**src/rtl/sci_status_pkg.sv**
```systemverilog
package sci_status_pkg;

    typedef enum logic [1:0] {
        XM_FIFO  = 2'd0,
        XM_BLOCK = 2'd1,
        XM_DMA_A = 2'd2,
        XM_DMA_B = 2'd3
    } xfer_mode_e;

    localparam int ERR_W        = 3;
    localparam int ERR_OUT_OVR  = 0;
    localparam int ERR_IN_UNDR  = 1;
    localparam int ERR_OUT_UNDR = 2;

    localparam int OP_IN_SVC    = 0;
    localparam int OP_OUT_SVC   = 1;
    localparam int OP_IN_DONE   = 2;
    localparam int OP_OUT_DONE  = 3;
    localparam int OP_OUT_FULL  = 4;
    localparam int OP_IN_NEMPTY = 5;
    localparam int OP_STICKY_W  = 4;
    localparam int OP_READ_W    = 6;
    localparam int MASK_W       = 2;
    localparam int MODE_W       = 2;

    function automatic logic mode_is_dma(xfer_mode_e m);
        return (m == XM_DMA_A) || (m == XM_DMA_B);
    endfunction

endpackage

```
**src/rtl/sci_err_bank.sv**
```systemverilog
module sci_err_bank
    import sci_status_pkg::*;
#(
    parameter int REG_W = 8
) (
    input  logic             clk,
    input  logic             rst_n,
    input  logic             flag_clr_we,
    input  logic             en_we,
    input  logic [REG_W-1:0] wdata,
    input  logic [ERR_W-1:0] evt,
    output logic [ERR_W-1:0] flags_o,
    output logic [ERR_W-1:0] en_o,
    output logic             cause_o
);

    typedef struct packed {
        logic [ERR_W-1:0] flags;
        logic [ERR_W-1:0] en;
    } bank_st_t;

    bank_st_t st_d, st_q;

    always_comb begin
        st_d = st_q;
        if (flag_clr_we) begin
            st_d.flags = st_q.flags & ~wdata[ERR_W-1:0];
        end
        // a new enabled event overrides a clear of the same bit
        st_d.flags = st_d.flags | (evt & st_q.en);
        if (en_we) begin
            st_d.en = wdata[ERR_W-1:0];
        end
    end

    always_ff @(posedge clk) begin
        if (!rst_n) begin
            st_q <= '0;
        end else begin
            st_q <= st_d;
        end
    end

    assign flags_o = st_q.flags;
    assign en_o    = st_q.en;
    assign cause_o = |(st_q.flags & st_q.en);

endmodule

```
**src/rtl/sci_op_reg.sv**
```systemverilog
module sci_op_reg
    import sci_status_pkg::*;
#(
    parameter int REG_W = 8
) (
    input  logic                   clk,
    input  logic                   rst_n,
    input  logic                   op_clr_we,
    input  logic                   mask_we,
    input  logic                   mode_we,
    input  logic [REG_W-1:0]       wdata,
    input  logic                   in_svc_evt,
    input  logic                   out_svc_evt,
    input  logic                   in_done_evt,
    input  logic                   out_done_evt,
    output logic [OP_STICKY_W-1:0] op_o,
    output logic [MASK_W-1:0]      mask_o,
    output xfer_mode_e             mode_o,
    output logic                   cause_o
);

    typedef struct packed {
        logic [OP_STICKY_W-1:0] op;
        logic [MASK_W-1:0]      mask;
        xfer_mode_e             mode;
    } op_st_t;

    op_st_t                 st_d, st_q;
    logic [OP_STICKY_W-1:0] set_vec;
    logic [OP_STICKY_W-1:0] eff_mask;

    always_comb begin
        set_vec              = '0;
        set_vec[OP_IN_SVC]   = in_svc_evt;
        set_vec[OP_OUT_SVC]  = out_svc_evt;
        set_vec[OP_IN_DONE]  = in_done_evt;
        set_vec[OP_OUT_DONE] = out_done_evt;

        st_d = st_q;
        if (op_clr_we) begin
            st_d.op = st_q.op & ~wdata[OP_STICKY_W-1:0];
        end
        st_d.op = st_d.op | set_vec;
        if (mask_we) begin
            st_d.mask = wdata[MASK_W-1:0];
        end
        if (mode_we) begin
            st_d.mode = xfer_mode_e'(wdata[MODE_W-1:0]);
        end
    end

    always_ff @(posedge clk) begin
        if (!rst_n) begin
            st_q <= '{op: '0, mask: '0, mode: XM_FIFO};
        end else begin
            st_q <= st_d;
        end
    end

    // mask reaches only the service flags, and only in the DMA styles
    always_comb begin
        eff_mask = '0;
        if (mode_is_dma(st_q.mode)) begin
            eff_mask[OP_IN_SVC]  = st_q.mask[0];
            eff_mask[OP_OUT_SVC] = st_q.mask[1];
        end
    end

    assign op_o    = st_q.op;
    assign mask_o  = st_q.mask;
    assign mode_o  = st_q.mode;
    assign cause_o = |(st_q.op & ~eff_mask);

endmodule

```
**src/rtl/sci_status_irq.sv**
```systemverilog
module sci_status_irq
    import sci_status_pkg::*;
#(
    parameter int NUM_BANKS = 2,
    parameter int REG_W     = 8,
    parameter int ADDR_W    = $clog2(2 * NUM_BANKS + 3)
) (
    input  logic                       clk,
    input  logic                       rst_n,
    input  logic                       wr_en,
    input  logic [ADDR_W-1:0]          wr_addr,
    input  logic [REG_W-1:0]           wr_data,
    input  logic [ADDR_W-1:0]          rd_addr,
    output logic [REG_W-1:0]           rd_data,
    input  logic [NUM_BANKS*ERR_W-1:0] err_evt,
    input  logic                       in_svc_evt,
    input  logic                       out_svc_evt,
    input  logic                       in_done_evt,
    input  logic                       out_done_evt,
    input  logic                       out_fifo_full,
    input  logic                       in_fifo_nempty,
    output logic                       irq_o,
    output logic                       xfer_done_o
);

    localparam int A_OP   = 2 * NUM_BANKS;
    localparam int A_MASK = 2 * NUM_BANKS + 1;
    localparam int A_MODE = 2 * NUM_BANKS + 2;

    logic [NUM_BANKS*ERR_W-1:0] err_flags;
    logic [NUM_BANKS*ERR_W-1:0] err_en;
    logic [NUM_BANKS-1:0]       bank_cause;
    logic [OP_STICKY_W-1:0]     op_flags;
    logic [MASK_W-1:0]          op_mask;
    xfer_mode_e                 xfer_mode;
    logic                       op_cause;
    logic                       irq_d, irq_q;

    for (genvar b = 0; b < NUM_BANKS; b++) begin : g_bank
        logic clr_we, en_we;
        assign clr_we = wr_en && (wr_addr == ADDR_W'(2 * b));
        assign en_we  = wr_en && (wr_addr == ADDR_W'(2 * b + 1));

        sci_err_bank #(
            .REG_W(REG_W)
        ) bank_i (
            .clk        (clk),
            .rst_n      (rst_n),
            .flag_clr_we(clr_we),
            .en_we      (en_we),
            .wdata      (wr_data),
            .evt        (err_evt[b*ERR_W +: ERR_W]),
            .flags_o    (err_flags[b*ERR_W +: ERR_W]),
            .en_o       (err_en[b*ERR_W +: ERR_W]),
            .cause_o    (bank_cause[b])
        );
    end

    sci_op_reg #(
        .REG_W(REG_W)
    ) op_i (
        .clk         (clk),
        .rst_n       (rst_n),
        .op_clr_we   (wr_en && (wr_addr == ADDR_W'(A_OP))),
        .mask_we     (wr_en && (wr_addr == ADDR_W'(A_MASK))),
        .mode_we     (wr_en && (wr_addr == ADDR_W'(A_MODE))),
        .wdata       (wr_data),
        .in_svc_evt  (in_svc_evt),
        .out_svc_evt (out_svc_evt),
        .in_done_evt (in_done_evt),
        .out_done_evt(out_done_evt),
        .op_o        (op_flags),
        .mask_o      (op_mask),
        .mode_o      (xfer_mode),
        .cause_o     (op_cause)
    );

    always_comb begin
        rd_data = '0;
        for (int b = 0; b < NUM_BANKS; b++) begin
            if (rd_addr == ADDR_W'(2 * b)) begin
                rd_data[ERR_W-1:0] = err_flags[b*ERR_W +: ERR_W];
            end
            if (rd_addr == ADDR_W'(2 * b + 1)) begin
                rd_data[ERR_W-1:0] = err_en[b*ERR_W +: ERR_W];
            end
        end
        if (rd_addr == ADDR_W'(A_OP)) begin
            rd_data[OP_STICKY_W-1:0] = op_flags;
            rd_data[OP_OUT_FULL]     = out_fifo_full;
            rd_data[OP_IN_NEMPTY]    = in_fifo_nempty;
        end
        if (rd_addr == ADDR_W'(A_MASK)) begin
            rd_data[MASK_W-1:0] = op_mask;
        end
        if (rd_addr == ADDR_W'(A_MODE)) begin
            rd_data[MODE_W-1:0] = xfer_mode;
        end
    end

    always_comb begin
        irq_d = (|bank_cause) | op_cause;
    end

    always_ff @(posedge clk) begin
        if (!rst_n) begin
            irq_q <= 1'b0;
        end else begin
            irq_q <= irq_d;
        end
    end

    assign irq_o       = irq_q;
    assign xfer_done_o = op_flags[OP_IN_DONE] | (|err_flags);

endmodule

```
**config.mk**
```make
export PLATFORM = sky130hd
export DESIGN_NAME = sci_status_irq
export DESIGN_NICKNAME = d
export VERILOG_FILES = /design/src/rtl/sci_status_pkg.sv /design/src/rtl/sci_err_bank.sv /design/src/rtl/sci_op_reg.sv /design/src/rtl/sci_status_irq.sv
export SDC_FILE = /design/constraint.sdc
export NUM_CORES = 1
export LEC_CHECK = 0
export ABC_AREA = 1
export BUFFER_PORTS_ARGS = -buffer_cell sky130_fd_sc_hd__buf_2
export CAP_MARGIN = 40
export CORE_ASPECT_RATIO = 1.4
export CORE_MARGIN = 4
export CORE_UTILIZATION = 52
export CTS_CLUSTER_SIZE = 30
export DETAILED_ROUTE_END_ITERATION = 8
export PLACE_DENSITY = 0.83
export SLEW_MARGIN = 0
export SYNTH_ARGS = -nofsm -noshare
export SYNTH_HDL_FRONTEND = slang
export SYNTH_SLANG_ARGS = --single-unit
```
**constraint.sdc**
```tcl
create_clock -name clk -period 1.9 [get_ports clk]
set_input_delay 0.285 -clock clk [delete_from_list [all_inputs] [get_ports clk]]
set_output_delay 0.285 -clock clk [all_outputs]
set_load 0.005 [all_outputs]
```
==> Word level (Yosys, flattened, before mapping) <==
Cells that the tools add are included.
{ "totals": {"out_inout_bits": 10, "ramBits": 0, "latchBits": 0, "memories": 0, "regBits": 21, "romBits": 0, "input_bits": 29, "wordCells": 62} }
{ "op_classes": {"shifts": 0, "div_mod_pow": 0, "n_eq_ne": 14, "bitwise": 16, "order_cmp": 0, "mul": 0, "reduce_logical": 13, "n_mux": 11, "n_addsub": 0} }
{ "ops": {"columns": ["op", "count"], "rows": [
  ["3-bit bitwise AND", 6],
  ["3-bit equality test, second input constant", 6],
  ["3-bit 2-to-1 mux", 6],
  ["3-bit by 2-bit equality test with 1-bit output, second input constant", 4],
  ["6-bit OR reduction", 2],
  ["4-bit bitwise AND", 2],
  ["1-bit logical AND", 7],
  ["3-bit by 1-bit equality test with 1-bit output, second input constant", 2],
  ["3-bit zero test", 2],
  ["2-bit 2-to-1 mux", 3],
  ["6-bit 2-to-1 mux", 1],
  ["3-bit OR", 2],
  ["2-bit equality test, second input constant", 2],
  ["4-bit 2-to-1 mux", 1],
  ["2-bit inverter with 4-bit output", 1],
  ["4-bit inverter", 1],
  ["4-bit OR", 1],
  ["4-bit OR reduction", 1],
  ["3-bit inverter", 1],
  ["1-bit OR", 2],
  ["1-bit logical OR", 1]
]} }

==> Longest topological paths before layout <==
{ "depth": {"word_depth": 8, "mapped_depth": 7, "depth_no_buf": 7} }

==> Hierarchy <==
A second synthesis with hierarchy kept.
{ "unflattened": {"hier_cells": 181, "hier_area_um2": 1139.8} }
{ "modules_own_cells": {"columns": ["module", "seq_area_each_um2", "n_inst", "cells_each", "area_each_um2"], "rows": [
  ["sci_err_bank", 120.1, 2, 33, 230.2],
  ["sci_status_irq", 20.0, 1, 70, 354.1],
  ["sci_op_reg", 160.2, 1, 45, 325.3]
]} }

==> Worst setup path before layout <==
Ideal clock, no wire load.
{ "synth_path": {"kind": "input to output", "from": "input rd_addr[1]", "to": "output rd_data[0]", "t_arrival_ns": 0.875, "required_ns": 1.615, "path_slack_ns": 0.740, "stages": 4, "path_buffers": 1, "path_cell_list": "buf_2 -> nor3_2 -> nand2_1 -> nand4_1"} }
{ "synth_between": {"elab_chain_len": 8} }
{ "synth_lines": {"columns": ["item", "line", "rtl"], "rows": [
  ["start, declared", "sci_status_irq.sv:13", "input logic [ADDR_W-1:0] rd_addr,"],
  ["3-bit zero test", "sci_status_irq.sv:81", "if (rd_addr == ADDR_W'(2 * b)) begin"],
  ["3-bit 2-to-1 mux", "sci_status_irq.sv:81", null],
  ["3-bit 2-to-1 mux", "sci_status_irq.sv:84", "if (rd_addr == ADDR_W'(2 * b + 1)) begin"],
  ["3-bit 2-to-1 mux", "sci_status_irq.sv:81", null],
  ["3-bit 2-to-1 mux", "sci_status_irq.sv:84", null],
  ["6-bit 2-to-1 mux", "sci_status_irq.sv:88", "if (rd_addr == ADDR_W'(A_OP)) begin"],
  ["2-bit 2-to-1 mux", "sci_status_irq.sv:93", "if (rd_addr == ADDR_W'(A_MASK)) begin"],
  ["2-bit 2-to-1 mux (*)", "sci_status_irq.sv:96", "if (rd_addr == ADDR_W'(A_MODE)) begin"],
  ["end, declared", "sci_status_irq.sv:14", "output logic [REG_W-1:0] rd_data,"]
]} }
Mark *: on every way between the ends. The rest lies on a longest branch, timed or not.

==> Worst setup path after layout <==
{ "layout_path": {"from": "register g_bank[0].bank_i.st_q (netlist bit g_bank[0].bank_i.flags_o[2])", "to": "output xfer_done_o"} }
{ "layout_between": {"elab_chain_len": 2} }
{ "layout_lines": {"columns": ["item", "line", "rtl"], "rows": [
  ["start, declared", "sci_err_bank.sv:22", "bank_st_t st_d, st_q;"],
  ["start signal, assigned", "sci_err_bank.sv:40", "st_q <= st_d;"],
  ["6-bit OR reduction", "sci_status_irq.sv:114", "assign xfer_done_o = op_flags[OP_IN_DONE] | (|err_flags);"],
  ["1-bit OR", "sci_status_irq.sv:114", null],
  ["end, declared", "sci_status_irq.sv:23", "output logic xfer_done_o"]
]} }
Every way passes these cells.

==> results.yml <==
run_status:
  status: "finished clean"
routing:
  vias_per_cell: 5.42
  wl_per_cell_um: 12.0
  initialDrtViolationCount: 47
  firstDrtPassIters: 4
  drc: 0
  ant_nets: 0
  wl_um: 2610
  via_count: 1176
final_layout:
  nets: 226
  antenna_cells: 0
  mostFrequentLayoutCells: "nand2_1 (36), buf_2 (32), dfxtp_1 (21)"
  layout-drive-gt1-share_pct: 21.9
  final_common_cell: "nand2_1"
  area_growth_pct: 16.4
floorplan:
  io_pins: 39
  chipWidth_um: 46.7
  coreArea_um2: 1970
  start_util_pct: 55.2
  dieHeight_um: 62.1
  die-area_um2: 2900
  num_rows: 19
setup_path:
  crit_family: "simple AND/OR/NAND/NOR gates"
  crit_arrival_ps: 1160
  worstPathRequired_ps: 1620
  cp_max_fo: 4
  path_buf_inv: 1
  path_cells: "nor4_1, nand2_1, buf_2"
  cp-start-kind: "flop"
  cp_slowest_cell: "dfxtp_1"
  cp-end-kind: "output pin"
  max_stage_delay_ps: 350
  path_class: "flop to output pin"
worst_hold_path:
  hp-class: "input port to flop"
sta:
  min_period_ps: 1450
  finalHoldViolations: 0
  skew_ps: 1.71
  finalSetupViolations: 0
  fin_crit_sh_pct: 76.2
  drv_slew: 0
  timing.hold.ws_ps: 200
  max_freq_ghz: 0.691
  setup_ws_ps: 453
  rsz0062_at_grt: "false"
  timing.setup.tns_ps: 0
place:
  gp_congestion: 0.806
  port_buffers: 32
  dp_slack_ps: 520
  hpwl_um: 2190
clock_tree:
  cts_tree: "done"
  clkLatencyLatePin_ps: 290
  post_cts_buffers: 0
  clk_pin_slew_ps: 110
  clockBufferDepth: 2
  cts_root_buffer: "clkbuf_4"
  cts-buffers-inserted: 3
  cts_sinks: 21
  post_cts_resized: 0
  cts_hold_buf: 0
  cts_max_level: 1
global_route:
  grt_pass1_wl_um: 4420
  grt_pass1_vias: 1097
  grt_overflow: 0
  grt_start_max_net_pins: 13
  antenna_found_initial: 0
  grt_use_total_pct: 19.4
yosys:
  synthCells: 166
  avgSynthCellArea_um2: 6.56
  synth_top_cell_by_area: "dfxtp_1"
  yosys-top-cells-area: "dfxtp_1 (39%), nand2_1 (12%), a21oi_1 (7.8%)"
  synth-seq-area-share_pct: 38.6
  synth_top_area_share_pct: 38.6
  yosysUniqueCellTypes: 20
  yosys_warnings: 0
  netlist_area_um2: 1090
  synth_seq_cells: 21
power_and_ir_drop:
  vdd_ir_drop_max_uv: 418
  total_power_mw: 0.799
  power.density_nw_per_um2: 630
  p_leak_nw: 0.610
job:
  cap_violations: 0
-- per-layer routing --
layer / wire, um / vias up / track usage, %
li1: - / 603 / -
met3: 246 / 4 / 2.02
met1: 1010 / 518 / 24.2
met4: 25 / 0 / 4.84
met2: 1330 / 51 / 34.0
met5: 0 / - / 0
-- synth_stat cells, drive strengths merged --
cell,count
inv,18
dfxtp,21
nor4,1
nor3,5
clkbuf,2
conb,1
nand3b,1
nor2,21
nand2,36
nand3,10
o21ai,19
buf,5
a21oi,17
nand4,9
-- cell families after synthesis --
group	synth area share (%)
simple gates	34.8
compound gates	16.6
other cells	0.344
buf+inv	9.65
flops	38.6
-- flip-flops by register name (all words and copies together), names as in the netlist --
signal and flops:
op_i.mode_o 2, irq_o 1, op_i.op_o 4, op_i.mask_o 2, g_bank.bank_i.en_o 6, g_bank.bank_i.flags_o 6
-- final timing paths --
kind	startpoint	end	slack, ps	cells after the start
hold / removal	out_done_evt	op_i.op_o[3]$_SDFF_PN0_	200	3
hold reg to reg	g_bank[1].bank_i.en_o[0]$_SDFFE_PN0P_	g_bank[1].bank_i.flags_o[0]$_SDFF_PN0_	510	2
setup reg to reg	op_i.mode_o[1]$_SDFFE_PN0P_	irq_o$_SDFF_PN0_	980	5
setup / recovery	g_bank[0].bank_i.flags_o[2]$_SDFF_PN0_	xfer_done_o	450	3
-- through the flow --
stage,area [um2],instances,util (%)
after floorplan,1090,167,-
after global placement,1240,213,62.9
after detailed placement,1240,213,62.9
after CTS,1270,217,64.2
after global routing,1270,217,64.2
final,1270,217,64.2
-- layout make-up --
cell class,instances,area [um2]
fillers,208,706
multi-input cells,121,567
flip-flops and latches,21,420
repair buffers,32,160
inverters,18,67.6
clock buffers,4,26.3
well taps,21,26.3
-- worst min-delay path, cell delays in order --
cell,delay (ps)
buf_2,80
a21oi_1,30
nor2_1,70
-- report_power, final --
part	switching [mW]	total [mW]	internal, mW
Combinational	0.0707	0.119	0.0482
Clock	0.123	0.205	0.0815
Sequential	0.0162	0.475	0.459
Power figures use the tool's default switching activity.
